## src/rtl/agc_pkg.sv

```systemverilog
package agc_pkg;

  localparam int GAIN_W = 6;
  localparam logic [GAIN_W-1:0] GAIN_UNITY = 6'd16;
  localparam logic [GAIN_W-1:0] GAIN_TOP   = 6'd63;

  // noise gate threshold for select 0 at 16-bit full scale (-39 dB)
  localparam logic [15:0] GATE_BASE16 = 16'd368;

  // target amplitude at 16-bit full scale, -28.5 dBFS + 1.5 dB per code
  function automatic logic [15:0] tgt_amp16(input logic [3:0] sel);
    logic [15:0] v;
    case (sel)
      4'd0:  v = 16'd1231;
      4'd1:  v = 16'd1464;
      4'd2:  v = 16'd1740;
      4'd3:  v = 16'd2068;
      4'd4:  v = 16'd2457;
      4'd5:  v = 16'd2921;
      4'd6:  v = 16'd3471;
      4'd7:  v = 16'd4125;
      4'd8:  v = 16'd4903;
      4'd9:  v = 16'd5827;
      4'd10: v = 16'd6925;
      4'd11: v = 16'd8231;
      4'd12: v = 16'd9783;
      4'd13: v = 16'd11627;
      4'd14: v = 16'd13818;
      default: v = 16'd16423;
    endcase
    return v;
  endfunction

  // ceiling: -6.75 dB + 6 dB per code -> gain code 8k+7
  function automatic logic [GAIN_W-1:0] ceil_code(input logic [2:0] k);
    return {k, 3'b111};
  endfunction

  // floor: -12 dB + 6 dB per code -> gain code 8k
  function automatic logic [GAIN_W-1:0] floor_code(input logic [2:0] k);
    return {k, 3'b000};
  endfunction

endpackage

```

## src/rtl/agc_level_detect.sv

```systemverilog
module agc_level_detect
  import agc_pkg::*;
#(
  parameter int DW = 16
) (
  input  logic                 clk,
  input  logic                 rst_n,
  input  logic signed [DW-1:0] smp,
  input  logic [3:0]           target_sel,
  input  logic                 gate_en,
  input  logic [2:0]           gate_sel,
  output logic                 loud,
  output logic                 gated
);

  localparam int SH = DW - 16;

  logic [DW-1:0] mag;
  logic [DW-1:0] tgt;
  logic [DW-1:0] gthr;
  logic [15:0]   gthr16;

  // magnitude; the most negative value maps to 2^(DW-1)
  always_comb begin
    if (smp[DW-1]) mag = $unsigned(-smp);
    else           mag = $unsigned(smp);
  end

  assign gthr16 = GATE_BASE16 >> gate_sel;

  generate
    if (SH == 0) begin : g_native
      assign tgt  = tgt_amp16(target_sel);
      assign gthr = gthr16;
    end else begin : g_scaled
      assign tgt  = {tgt_amp16(target_sel), {SH{1'b0}}};
      assign gthr = {gthr16, {SH{1'b0}}};
    end
  endgenerate

  assign loud  = (mag > tgt);
  assign gated = gate_en && !loud && (mag < gthr);


  most_neg_loud_chk: assert property (@(posedge clk) disable iff (!rst_n)
    (smp == {1'b1, {(DW-1){1'b0}}}) |-> loud);

endmodule

```

## src/rtl/agc_period_sel.sv

```systemverilog
module agc_period_sel #(
  parameter int HOLD_BASE = 4,
  parameter int ATK_ALC   = 8,
  parameter int DCY_ALC   = 32,
  parameter int ATK_LIM   = 2,
  parameter int DCY_LIM   = 8,
  parameter int HW        = 17,
  parameter int PW        = 16
) (
  input  logic          lim_mode,
  input  logic [3:0]    hold_sel,
  input  logic [3:0]    attack_sel,
  input  logic [3:0]    decay_sel,
  output logic [HW-1:0] hold_len,
  output logic [PW-1:0] atk_len,
  output logic [PW-1:0] dcy_len
);

  localparam logic [3:0] RATE_CAP = 4'd10;

  logic [1:0][3:0]    code;
  logic [1:0][PW-1:0] len;

  assign code = {decay_sel, attack_sel};

  // index 0 = attack, index 1 = decay
  for (genvar i = 0; i < 2; i++) begin : g_rate
    localparam int ALC_B = (i == 0) ? ATK_ALC : DCY_ALC;
    localparam int LIM_B = (i == 0) ? ATK_LIM : DCY_LIM;
    logic [3:0]    eff;
    logic [PW-1:0] base;
    assign eff    = (code[i] > RATE_CAP) ? RATE_CAP : code[i];
    assign base   = lim_mode ? PW'(LIM_B) : PW'(ALC_B);
    assign len[i] = base << eff;
  end

  assign atk_len = len[0];
  assign dcy_len = len[1];

  always_comb begin
    if (hold_sel == 4'd0) hold_len = '0;
    else                  hold_len = HW'(HOLD_BASE) << (hold_sel - 4'd1);
  end

endmodule

```

## src/rtl/agc_gain_ctrl.sv

```systemverilog
module agc_gain_ctrl
  import agc_pkg::*;
#(
  parameter int HW = 17,
  parameter int PW = 16
) (
  input  logic              clk,
  input  logic              rst_n,
  input  logic              alc_en,
  input  logic              smp_vld,
  input  logic              loud,
  input  logic              gated,
  input  logic [GAIN_W-1:0] manual_gain,
  input  logic [2:0]        max_sel,
  input  logic [2:0]        min_sel,
  input  logic [HW-1:0]     hold_len,
  input  logic [PW-1:0]     atk_len,
  input  logic [PW-1:0]     dcy_len,
  output logic [GAIN_W-1:0] gain_code,
  output logic              gate_active
);

  logic [GAIN_W-1:0] gain_q, gain_d;
  logic [HW-1:0]     hold_q, hold_d;
  logic [PW-1:0]     atk_q, atk_d;
  logic [PW-1:0]     dcy_q, dcy_d;
  logic              gate_q, gate_d;
  logic [GAIN_W-1:0] max_c, min_c;
  logic [GAIN_W-1:0] stepped;

  assign max_c = ceil_code(max_sel);
  assign min_c = floor_code(min_sel);

  always_comb begin
    gain_d  = gain_q;
    hold_d  = hold_q;
    atk_d   = atk_q;
    dcy_d   = dcy_q;
    gate_d  = gate_q;
    stepped = gain_q;
    if (!alc_en) begin
      gain_d = manual_gain;
      hold_d = '0;
      atk_d  = '0;
      dcy_d  = '0;
      gate_d = 1'b0;
    end else if (smp_vld) begin
      gate_d = 1'b0;
      if (loud) begin
        hold_d = '0;
        dcy_d  = '0;
        if (atk_q + PW'(1) >= atk_len) begin
          atk_d = '0;
          if (gain_q != '0) stepped = gain_q - 1'b1;
        end else begin
          atk_d = atk_q + PW'(1);
        end
      end else if (gated) begin
        atk_d  = '0;
        gate_d = 1'b1;
      end else begin
        atk_d = '0;
        if (hold_q < hold_len) begin
          hold_d = hold_q + HW'(1);
        end else if (dcy_q + PW'(1) >= dcy_len) begin
          dcy_d = '0;
          if (gain_q != GAIN_TOP) stepped = gain_q + 1'b1;
        end else begin
          dcy_d = dcy_q + PW'(1);
        end
      end
      if (stepped < min_c) stepped = min_c;
      if (stepped > max_c) stepped = max_c;
      gain_d = stepped;
    end
  end

  always_ff @(posedge clk or negedge rst_n) begin
    if (!rst_n) begin
      gain_q <= GAIN_UNITY;
      hold_q <= '0;
      atk_q  <= '0;
      dcy_q  <= '0;
      gate_q <= 1'b0;
    end else begin
      gain_q <= gain_d;
      hold_q <= hold_d;
      atk_q  <= atk_d;
      dcy_q  <= dcy_d;
      gate_q <= gate_d;
    end
  end

  assign gain_code   = gain_q;
  assign gate_active = gate_q;


  manual_follow_chk: assert property (@(posedge clk) disable iff (!rst_n)
    !alc_en |=> (gain_q == $past(manual_gain)) && !gate_q);


  attack_no_rise_chk: assert property (@(posedge clk) disable iff (!rst_n)
    (alc_en && smp_vld && loud && gain_q >= min_c) |=> gain_q <= $past(gain_q));


  ceiling_chk: assert property (@(posedge clk) disable iff (!rst_n)
    (alc_en && smp_vld) |=> gain_q <= $past(max_c));


  gate_freeze_chk: assert property (@(posedge clk) disable iff (!rst_n)
    (alc_en && smp_vld && gated && gain_q >= min_c && gain_q <= max_c)
      |=> (gain_q == $past(gain_q)) && gate_q);


  idle_hold_chk: assert property (@(posedge clk) disable iff (!rst_n)
    (alc_en && !smp_vld) |=> (gain_q == $past(gain_q)) && (gate_q == $past(gate_q)));

endmodule

```

## src/rtl/agc_noise_gate.sv

```systemverilog
module agc_noise_gate
  import agc_pkg::*;
#(
  parameter int DW        = 16,
  parameter int HOLD_BASE = 4,
  parameter int ATK_ALC   = 8,
  parameter int DCY_ALC   = 32,
  parameter int ATK_LIM   = 2,
  parameter int DCY_LIM   = 8
) (
  input  logic                 clk,
  input  logic                 rst_n,
  input  logic                 alc_en,
  input  logic                 lim_mode,
  input  logic                 smp_vld,
  input  logic signed [DW-1:0] smp,
  input  logic [5:0]           manual_gain,
  input  logic [2:0]           max_sel,
  input  logic [2:0]           min_sel,
  input  logic [3:0]           target_sel,
  input  logic [3:0]           hold_sel,
  input  logic [3:0]           attack_sel,
  input  logic [3:0]           decay_sel,
  input  logic                 gate_en,
  input  logic [2:0]           gate_sel,
  output logic [5:0]           gain_code,
  output logic                 gate_active
);

  localparam int BMAX_A = (ATK_ALC > DCY_ALC) ? ATK_ALC : DCY_ALC;
  localparam int BMAX_L = (ATK_LIM > DCY_LIM) ? ATK_LIM : DCY_LIM;
  localparam int BMAX   = (BMAX_A > BMAX_L) ? BMAX_A : BMAX_L;
  localparam int PW     = $clog2(BMAX) + 11;
  localparam int HW     = $clog2(HOLD_BASE) + 15;

  logic [1:0]    rst_pipe;
  logic          rst_int_n;
  logic          loud, gated;
  logic [HW-1:0] hold_len;
  logic [PW-1:0] atk_len, dcy_len;

  // asynchronous assert, synchronous release
  always_ff @(posedge clk or negedge rst_n) begin
    if (!rst_n) rst_pipe <= 2'b00;
    else        rst_pipe <= {rst_pipe[0], 1'b1};
  end
  assign rst_int_n = rst_pipe[1];

  agc_level_detect #(.DW(DW)) u_lvl (
    .clk        (clk),
    .rst_n      (rst_int_n),
    .smp        (smp),
    .target_sel (target_sel),
    .gate_en    (gate_en),
    .gate_sel   (gate_sel),
    .loud       (loud),
    .gated      (gated)
  );

  agc_period_sel #(
    .HOLD_BASE (HOLD_BASE),
    .ATK_ALC   (ATK_ALC),
    .DCY_ALC   (DCY_ALC),
    .ATK_LIM   (ATK_LIM),
    .DCY_LIM   (DCY_LIM),
    .HW        (HW),
    .PW        (PW)
  ) u_per (
    .lim_mode   (lim_mode),
    .hold_sel   (hold_sel),
    .attack_sel (attack_sel),
    .decay_sel  (decay_sel),
    .hold_len   (hold_len),
    .atk_len    (atk_len),
    .dcy_len    (dcy_len)
  );

  agc_gain_ctrl #(.HW(HW), .PW(PW)) u_ctl (
    .clk         (clk),
    .rst_n       (rst_int_n),
    .alc_en      (alc_en),
    .smp_vld     (smp_vld),
    .loud        (loud),
    .gated       (gated),
    .manual_gain (manual_gain),
    .max_sel     (max_sel),
    .min_sel     (min_sel),
    .hold_len    (hold_len),
    .atk_len     (atk_len),
    .dcy_len     (dcy_len),
    .gain_code   (gain_code),
    .gate_active (gate_active)
  );

endmodule

```

## config.mk

```make
export PLATFORM = sky130hd
export DESIGN_NAME = agc_noise_gate
export DESIGN_NICKNAME = d
export VERILOG_FILES = /design/src/rtl/agc_pkg.sv /design/src/rtl/agc_level_detect.sv /design/src/rtl/agc_period_sel.sv /design/src/rtl/agc_gain_ctrl.sv /design/src/rtl/agc_noise_gate.sv
export SDC_FILE = /design/constraint.sdc
export NUM_CORES = 1
export LEC_CHECK = 0
export BUFFER_PORTS_ARGS = -buffer_cell sky130_fd_sc_hd__buf_2
export CORE_MARGIN = 2
export CORE_UTILIZATION = 60
export DETAILED_ROUTE_END_ITERATION = 8
export PLACE_DENSITY = 0.81
export SYNTH_ARGS = -nofsm -noshare
export SYNTH_HDL_FRONTEND = slang
export SYNTH_SLANG_ARGS = --single-unit
```

## constraint.sdc

```tcl
create_clock -name clk -period 4.8 [get_ports clk]
set_clock_uncertainty 0.2 [all_clocks]
set_input_delay 0.72 -clock clk [delete_from_list [all_inputs] [get_ports clk]]
set_output_delay 0.72 -clock clk [all_outputs]
set_load 0.02 [all_outputs]
```

# Word level (Yosys, flattened, before mapping)
# Memory sizes are Yosys's and may differ from the RTL's.
# Index checks and enable logic that the tools add are counted.
[classes]
addsub = 7
order_cmp = 9
eq_ne = 5
n_shift = 4
n_mux = 40
n_reduce_logical = 7
[ops]
columns = ["cell", "count"]
rows = [
  ["16-bit 2-to-1 mux", 11],
  ["17-bit 2-to-1 mux", 6],
  ["6-bit 2-to-1 mux", 16],
  ["16-bit by 1-bit adder with 16-bit output, second input constant", 2],
  ["16-bit >= comparator", 2],
  ["16-bit by 4-bit << shifter with 16-bit output", 2],
  ["17-bit by 1-bit adder with 17-bit output, second input constant", 1],
  ["17-bit less-than comparator", 1],
  ["3-bit by 4-bit << shifter with 17-bit output, first input constant", 1],
  ["16-bit greater-than comparator", 1],
  ["16-bit less-than comparator", 1],
  ["16-bit negation", 1],
  ["9-bit by 3-bit right shift with 16-bit output, first input constant", 1],
  ["4-bit 2-to-1 mux", 3],
  ["4-bit greater-than comparator, second input constant", 2],
  ["6-bit by 1-bit adder with 6-bit output, second input constant", 1],
  ["6-bit greater-than comparator", 1],
  ["6-bit less-than comparator", 1],
  ["3-bit by 2-bit != test with 1-bit output, second input constant", 2],
  ["6-bit != test, second input constant", 1],
  ["3-bit AND reduction", 2],
  ["6-bit nonzero test", 1],
  ["6-bit by 1-bit subtractor with 6-bit output, second input constant", 1],
  ["4-bit logical NOT", 1],
  ["6 further kinds", 10],
]
[word_totals]
register_bits = 58
rom_bits = 240
in_bits = 53
out_inout_bits = 7
word_cells = 79
memories = 1
[mem_list]
columns = ["name", "words", "word_bits", "rd", "rd_clocked_by_memory_dff", "wr", "line_no", "text"]
rows = [
  ["(no name shown)", 16, 15, 1, 0, 0, "agc_pkg.sv:13", "case (sel)"],
]

# Depth between registers and ports, before layout
# Gate-level depths: netlist (run 1).
[logic_depth]
ltp_word = 18
depth_mapped = 32
mapped_depth_nobuf = 29

# By module
# From an unflattened synthesis (run 1), not the netlist that was laid out.
[unflattened]
hier_cells = 880
hier_area_um2 = 6811.5
[modules_own_cells]
columns = ["module", "n_inst", "cells_each", "area_each_um2", "seq_area_each_um2"]
rows = [
  ["agc_gain_ctrl", 1, 607, 4869.7, 1402.6],
  ["agc_level_detect", 1, 185, 1348.8, 0.0],
  ["agc_period_sel", 1, 85, 539.3, 0.0],
  ["agc_noise_gate", 1, 3, 53.8, 50.0],
]

# Worst setup path before layout (run 1)
# Ideal clock, no wire load.
[synth_timing]
path_kind = "input to register"
start = "input smp[6]"
end = "register u_ctl.gain_q[0], in the netlist u_ctl.gain_code[0]"
setup_time_ns = 0.126
arrival_time_ns = 6.842
required_ns = 4.474
path_slack_ns = -2.367
cell_stages = 30
n_path_buf = 3
cell_sequence = "or4_4 > buf_2 > or3_1 > o31ai_1 > xnor2_1 > ha_1 > nand3_1 > nor3_1 > and4_1 > a41oi_1 > or2_1 > clkbuf_1 > clkbuf_1 > or3_1 > nor3_1 > a21bo_2 > nand2_1 > o31a_1 > ha_1 > o21a_1 > nor2_1 > a31oi_1 > o31a_1 > mux2_2 > ha_1 > a21o_1 > a21oi_1 > o31ai_1 > a221oi_1 > nor2_1"
[synth_via]
elab_chain_cells = 18
elab_cells_between_ends = 19
classes_between = "add/sub: 1; order compare: 4; mux: 11; reduce/logical: 3"
[synth_rtl]
columns = ["item", "line_no", "text"]
rows = [
  ["start: declaration", "agc_noise_gate.sv:16", "input logic signed [DW-1:0] smp,"],
  ["16-bit negation", "agc_level_detect.sv:25", "if (smp[DW-1]) mag = $unsigned(-smp);"],
  ["16-bit 2-to-1 mux (*)", "agc_level_detect.sv:25", ""],
  ["16-bit greater-than comparator", "agc_level_detect.sv:41", "assign loud = (mag > tgt);"],
  ["1-bit logical NOT", "agc_level_detect.sv:42", "assign gated = gate_en && !loud && (mag < gthr);"],
  ["1-bit logical AND (2 in series)", "agc_level_detect.sv:42", ""],
  ["6-bit 2-to-1 mux", "agc_gain_ctrl.sv:58", "end else if (gated) begin"],
  ["6-bit 2-to-1 mux (*)", "agc_gain_ctrl.sv:49", "if (loud) begin"],
  ["6-bit 2-to-1 mux (*)", "agc_gain_ctrl.sv:47", "end else if (smp_vld) begin"],
  ["6-bit 2-to-1 mux (*)", "agc_gain_ctrl.sv:41", "if (!alc_en) begin"],
  ["6-bit less-than comparator", "agc_gain_ctrl.sv:72", "if (stepped < min_c) stepped = min_c;"],
  ["6-bit 2-to-1 mux (*)", "agc_gain_ctrl.sv:72", ""],
  ["6-bit 2-to-1 mux (*)", "agc_gain_ctrl.sv:47", ""],
  ["6-bit 2-to-1 mux (*)", "agc_gain_ctrl.sv:41", ""],
  ["6-bit greater-than comparator", "agc_gain_ctrl.sv:73", "if (stepped > max_c) stepped = max_c;"],
  ["6-bit 2-to-1 mux (*)", "agc_gain_ctrl.sv:73", ""],
  ["6-bit 2-to-1 mux (*)", "agc_gain_ctrl.sv:47", ""],
  ["6-bit 2-to-1 mux (*)", "agc_gain_ctrl.sv:41", ""],
  ["end signal: assignment", "agc_gain_ctrl.sv:86", "gain_q <= gain_d;"],
  ["end: declaration", "agc_gain_ctrl.sv:23", "logic [GAIN_W-1:0] gain_q, gain_d;"],
]
# Every way passes the cells marked *; elsewhere a longest branch is shown, timed or not. The select of a mux whose other input is x is not followed.
# A chain may end at the register's enable or synchronous reset.

# Worst setup path in the final report (run 1)
[layout_timing]
start = "input smp[0]"
end = "register u_ctl.gain_q[5], in the netlist u_ctl.gain_code[5]"
# Same word-level chain as after synthesis.

==> results of run 1 <==
-- critical path, stage by stage --
cell and delay, ns:
buf_2 0.11, or3_1 0.42, buf_4 0.21, o41ai_4 0.44
xnor2_2 0.13, ha_1 0.33, nand4_1 0.17, nor3_4 0.27
and4_1 0.22, a41oi_2 0.05, or2_1 0.26, or3_1 0.33
nor3_2 0.21, a21bo_2 0.16, nand2_2 0.07, o31a_1 0.17
ha_4 0.29, o21a_1 0.13, nor2_2 0.05, a31oi_2 0.18
o31a_1 0.25, mux2_4 0.35, ha_4 0.28, a21o_1 0.15
a21oi_4 0.09, a41oi_4 0.22, mux2i_1 0.30, a31oi_1 0.15
-- synthesized netlist by cell type (16+ instances only) --
cell	count
a21oi_1	31
a32o_1	18
and3_1	16
clkbuf_1	30
dfrtp_1	57
ha_1	85
inv_1	29
nand2_1	81
nand3_1	44
nor2_1	66
nor2b_1	17
o21ai_0	52
o21ai_1	18
xnor2_1	33
xor2_1	19
-- power by group through the flow --
stage / clock network (uW) / registers [uW] / logic (uW)
final: 430 / 524 / 695
after global routing: 449 / 523 / 739
after CTS: 435 / 521 / 616
after detailed placement: 0 / 530 / 582
after global placement: 0 / 528 / 549
after floorplan: 0 / 535 / 330
-- metrics by stage --
| stage | power, uW | hold WS (ns) | instance area (um2) | worst slack, ns | std cells |
|---|---|---|---|---|---|
| 6_report | 1650 | 0.163 | 8790 | -1.89 | 1193 |
| 5_1_grt | 1710 | 0.172 | 8790 | -2.11 | 1193 |
| 4_1_cts | 1570 | 0.167 | 8700 | -1.45 | 1189 |
| 3_5_place_dp | 1110 | 0.140 | 8280 | -2.03 | 1154 |
| 3_3_place_gp | 1080 | 0.141 | 8280 | -1.74 | 1154 |
| 2_1_floorplan | 865 | 0.131 | 6460 | -1.89 | 791 |
-- sequential cells by signal, indices dropped and copies added (netlist names) --
signal / flops
rst_pipe: 2
u_ctl.atk_q: 16
u_ctl.gain_code: 6
u_ctl.dcy_q: 16
u_ctl.gate_active: 1
u_ctl.hold_q: 17
-- what timing repair did --
action	CTS	global route
hold buffers	1	0
gates resized for setup	12	12
setup endpoints to repair	6	14
pin swaps	22	14
setup buffers	18	4
hold endpoints to repair	2	0
-- how the worst max path moves through the flow --
stage               startpoint                 end  slack (ns)  cells after the start
floorplan               smp[0]  u_ctl.gain_code[0]       -1.89                     29
global placement        smp[6]  u_ctl.gain_code[0]       -1.74                     27
detailed placement      smp[6]  u_ctl.gain_code[3]       -2.03                     27
CTS                     smp[3]  u_ctl.gain_code[3]       -1.45                     27
global route            smp[0]  u_ctl.gain_code[5]       -2.11                     27
finish                  smp[0]  u_ctl.gain_code[5]       -1.89                     28
-- layout make-up --
cell class	instances	area, um2	share of cell area, %
timing repair buffer	285	2010	22.9
inverter	30	113	1.28
clock buffer	14	173	1.96
sequential	58	1450	16.5
multi-input combinational	668	4860	55.3
tap	136	170	1.93
clock inverter	2	10.0	0.114
-- cell families (layout without fill, tap and decap cells) --
family          Yosys count  in the layout  share of synthesized area (%)
compound gates          207            207                           22.7
xor+xnor                 52             52                           7.18
fa+ha+maj                86             86                           16.9
buf+inv                  65            331                           4.02
flops                    58             58                           22.9
mux                      11             11                           1.80
other cells               1              3                         0.0591
simple gates            309            309                           24.4
-- routing by layer --
metal  routed length (um)  up-vias
li1                     -     3446
met1                 8260     3593
met2                10900      434
met3                 1820      187
met4                 1970        0
met5                    0        -
==> impl_metrics.tcl, run 1 <==
set metrics [dict create \
    outcome "finished with violations" \
    violations "negative setup slack" \
    finalHoldViolations 0 \
    fin_crit_sh_pct 139 \
    postSynthAreaPerCell_um2 8.04 \
    antenna_left 0 \
    clkSlewWorstSetupHoldPaths_ns 0.07 \
    combPwrFrac_pct 42.1 \
    synth_edf_count 0 \
    grt_pass1_vias 7585 \
    synth_top_area_share_pct 22.5 \
    numCtsBuffers 9 \
    fin_ws_ns -1.89 \
    cts_buffer_depth 2 \
    io_buffers 59 \
    cp-start-kind "primary input" \
    layout_commonest_cell "buf_4" \
    grt_max_degree 57 \
    switching_power_uw 617 \
    postLayoutCoreUtil_pct 85.6 \
    wl_per_cell_um 19.3 \
    cp.arrival_ns 6.72 \
    grt.met2_usage_pct 65.2 \
    finalMaxSlewViolations 0 \
    cp_max_fo 6 \
    setup_tns_ns -10.57 \
    antenna_found_initial 0 \
    finalWirelength_um 23000 \
    top_usage_layer "met2" \
    drive_above_1_share_pct 32.5 \
    hold_path_end "rst_pipe[1]" \
    synth_cell_types 69 \
    overflow 0 \
    fin_crit_ns 6.69 \
    final-setup-viol-count 6 \
    core_mm2 0.0103 \
    first_pass_iters 7 \
    clock_sinks 58 \
    worst-setup-path-type "in2reg" \
    dp_hpwl_um 15000 \
    ios 60 \
    synthArstFlopShare_pct 100 \
    required_ns 4.82 \
    antennaDiodeCount 0 \
    synth_area_leaders "dfrtp_1 (22%), ha_1 (17%), nand2_1 (4.8%)" \
    cap_violations 0 \
    num_rows 37 \
    synth_flop_cell "dfrtp_1" \
    max_freq_mhz 149 \
    hp-start "rst_pipe[0]" \
    ys_seq_area_share_pct 22.9 \
    grt.met3_usage_pct 7.72 \
    relSlewSlack_pct 52.1 \
    yosys_register_bits 58 \
    seq_power_share_pct 31.8 \
    dieHeight_um 107 \
    cts_tree "yes" \
    swShare_pct 37.5 \
    fin_nets 1190 \
    die_area_mm2 0.0114 \
    clkPwrFrac_pct 26.1 \
    cp-end-kind "register" \
    syn_inst 789 \
    clk_latency_ns 0.36 \
    r2r_cells 27 \
    vias_per_cell 6.42 \
    gp_congestion 0.943 \
    netlist_area_mm2 0.00634 \
    ir_worst_vdd_uv 176 \
    rsz0062_at_grt "yes" \
    grt_pass1_wl_um 34200 \
    ys_warn_count 0 \
    n_fill_cell 573 \
    internal_power_uw 1030 \
    yosysTopAreaCell "dfrtp_1" \
    clock_tree.root_cell "clkbuf_8" \
    most-common-layout-cells "buf_4 (223), ha_1 (82), nand2_1 (78), nor2_1 (65), buf_2 (57)" \
    worstHoldPathCells 0 \
    die_x_um 107 \
    cellPowerDensity_mw_per_mm2 187 \
    post-route-drc-count 0 \
    start_util_pct 61.7 \
    hold_class "reg2reg" \
    syn_to_final_growth_pct 38.7 \
    grt.total_usage_pct 37.3 \
    gr-usage-met1_pct 40.0 \
    h-tree-depth 3 \
    drt_iter0_drc 776 \
    tightest_slew_ns 0.700 \
    power.leakage_uw 0.00429 \
    ff2ff_setup_slack_ns -1.55 \
    vias 7660 \
    r2r_start "u_ctl.dcy_q[1]" \
    r2r-end "u_ctl.gain_code[5]" \
]
Power figures use the tool's default switching activity.
==> run 2: changes to the inputs <==
MAX_ROUTING_LAYER = met4   (was default)
==> impl_metrics.tcl, run 2 (synthesis gave the netlist of run 1 again) <==
set metrics [dict create \
    outcome "finished with violations" \
    violations "negative setup slack" \
    hp-start "rst_pipe[0]" \
    overflow 0 \
    die_area_mm2 0.0114 \
    finalMaxSlewViolations 0 \
    multi_input_area_mm2 0.00497 \
    grt.total_usage_pct 38.3 \
    die_x_um 107 \
    cap_violations 0 \
    postLayoutCoreUtil_pct 87.3 \
    gp_congestion 0.929 \
    final-setup-viol-count 21 \
    ir_worst_vdd_uv 160 \
    cp-start-kind "primary input" \
    start_util_pct 61.7 \
    clk_latency_ns 0.35 \
    required_ns 4.81 \
    num_rows 37 \
    dp_hpwl_um 14800 \
    startpoint "smp[4]" \
    final_area_mm2 0.00897 \
    post-route-drc-count 0 \
    h-tree-depth 3 \
    cp-end-kind "register" \
    syn_to_final_growth_pct 41.4 \
    place_inst 1156 \
    dpl_cell_area_mm2 0.00830 \
    vias 7796 \
    cp.arrival_ns 6.76 \
    finalWirelength_um 23600 \
    max_freq_mhz 148 \
    fin_nets 1198 \
    power.leakage_uw 0.00435 \
    relSlewSlack_pct 47.6 \
    core_mm2 0.0103 \
    io_buffers 59 \
    antenna_found_initial 1 \
    cellPowerDensity_mw_per_mm2 191 \
    most-common-layout-cells "buf_4 (231), nand2_1 (79), ha_1 (79), nor2_1 (65), buf_2 (57)" \
    cts_tree "yes" \
    top_regs "u_ctl.hold_q: 17 flops, u_ctl.atk_q: 16 flops, u_ctl.dcy_q: 16 flops" \
    grt_max_degree 57 \
    fin_crit_sh_pct 141 \
    regMostFlops "u_ctl.hold_q" \
    clkSlewWorstSetupHoldPaths_ns 0.07 \
    antenna_left 0 \
    clock_tree.root_cell "clkbuf_8" \
    fin_ws_ns -1.95 \
    drive_above_1_share_pct 33.7 \
    largest_register_ffs 17 \
    layout_commonest_cell "buf_4" \
    n_fill_cell 533 \
    ios 60 \
    fin_cells 1202 \
    clock_sinks 58 \
    rsz0062_at_grt "yes" \
    vias_per_cell 6.49 \
    grt_pass1_vias 7563 \
    tightest_slew_ns 0.780 \
    dieHeight_um 107 \
    drt_iter0_drc 727 \
    place_ws_ns -1.96 \
    seqCellArea_mm2 0.00145 \
    fin_crit_ns 6.75 \
    numCtsBuffers 9 \
    first_pass_iters 6 \
    r2r_start "u_ctl.dcy_q[1]" \
    cts_buffer_depth 2 \
    worst-setup-path-type "in2reg" \
    grt_pass1_wl_um 34200 \
    finalHoldViolations 0 \
    wl_per_cell_um 19.6 \
    hold_slack_ns 0.159 \
    hold_class "reg2reg" \
    cp_max_fo 4 \
]
==> run 2: report_power, final <==
group	total [uW]	switching (uW)	internal, uW
Sequential	524	23.7	500
Clock	453	198	255
Combinational	739	406	334
==> run 2: through the flow <==
stage	total power [uW]	TNS (ns)
global route	1790	-17.03
finish	1720	-12.29
CTS	1610	-7.81
detailed placement	1110	-11.56
global placement	1080	-9.97
floorplan	865	-10.92
==> run 2: layer usage <==
metal	track usage, %	share of wire (%)	vias up	routed length [um]
li1	-	-	3465	-
met1	40.6	35	3596	8350
met2	66.2	47	496	11000
met3	6.75	8.4	239	1990
met4	23.9	9.4	0	2210
met5	-	0	-	0
==> run 2: path summary, 6_finish.rpt <==
kind / to / slack, ns / cells past startpoint
setup reg to reg: u_ctl.gain_code[5] / -1.56 / 27
hold / removal: rst_pipe[1] / 0.16 / 0
min in group asynchronous: u_ctl.hold_q[6] / 0.20 / 1
hold reg to reg: rst_pipe[1] / 0.16 / 0
setup / recovery: u_ctl.gain_code[5] / -1.95 / 28
max in group asynchronous: u_ctl.atk_q[15] / 3.72 / 1
==> run 2: critical path, stage by stage <==
cell     delay (ns)
buf_6          0.10
or4_4          0.60
buf_6          0.17
o31ai_4        0.36
xnor2_1        0.21
ha_1           0.34
nand4_1        0.17
nor3_2         0.20
and4_1         0.23
a41oi_2        0.05
or2_1          0.26
or3_1          0.38
nor3_2         0.22
a21bo_2        0.17
nand2_2        0.07
o31a_1         0.16
ha_4           0.29
o21a_1         0.13
nor2_2         0.05
a31oi_2        0.19
o31a_1         0.24
mux2_4         0.34
ha_4           0.27
a21o_1         0.16
a21oi_4        0.10
a41oi_4        0.24
mux2i_1        0.22
a31oi_1        0.11
==> run 2: what timing repair did <==
item | 4_1_cts | 5_1_grt
hold buffers | 1 | 0
setup buffers | 22 | 6
pin swaps | 25 | 29
resized for setup | 14 | 24
hold endpoints to repair | 2 | 0
endpoints found under the setup margin | 6 | 11
==> run 2: layout make-up <==
type                       instances  area share, %
multi-input combinational        668           55.4
antenna                            1         0.0279
inverter                          30           1.26
clock buffer                      14           1.70
timing repair buffer             293           23.1
sequential                        58           16.2
clock inverter                     2          0.418
tap                              136           1.90
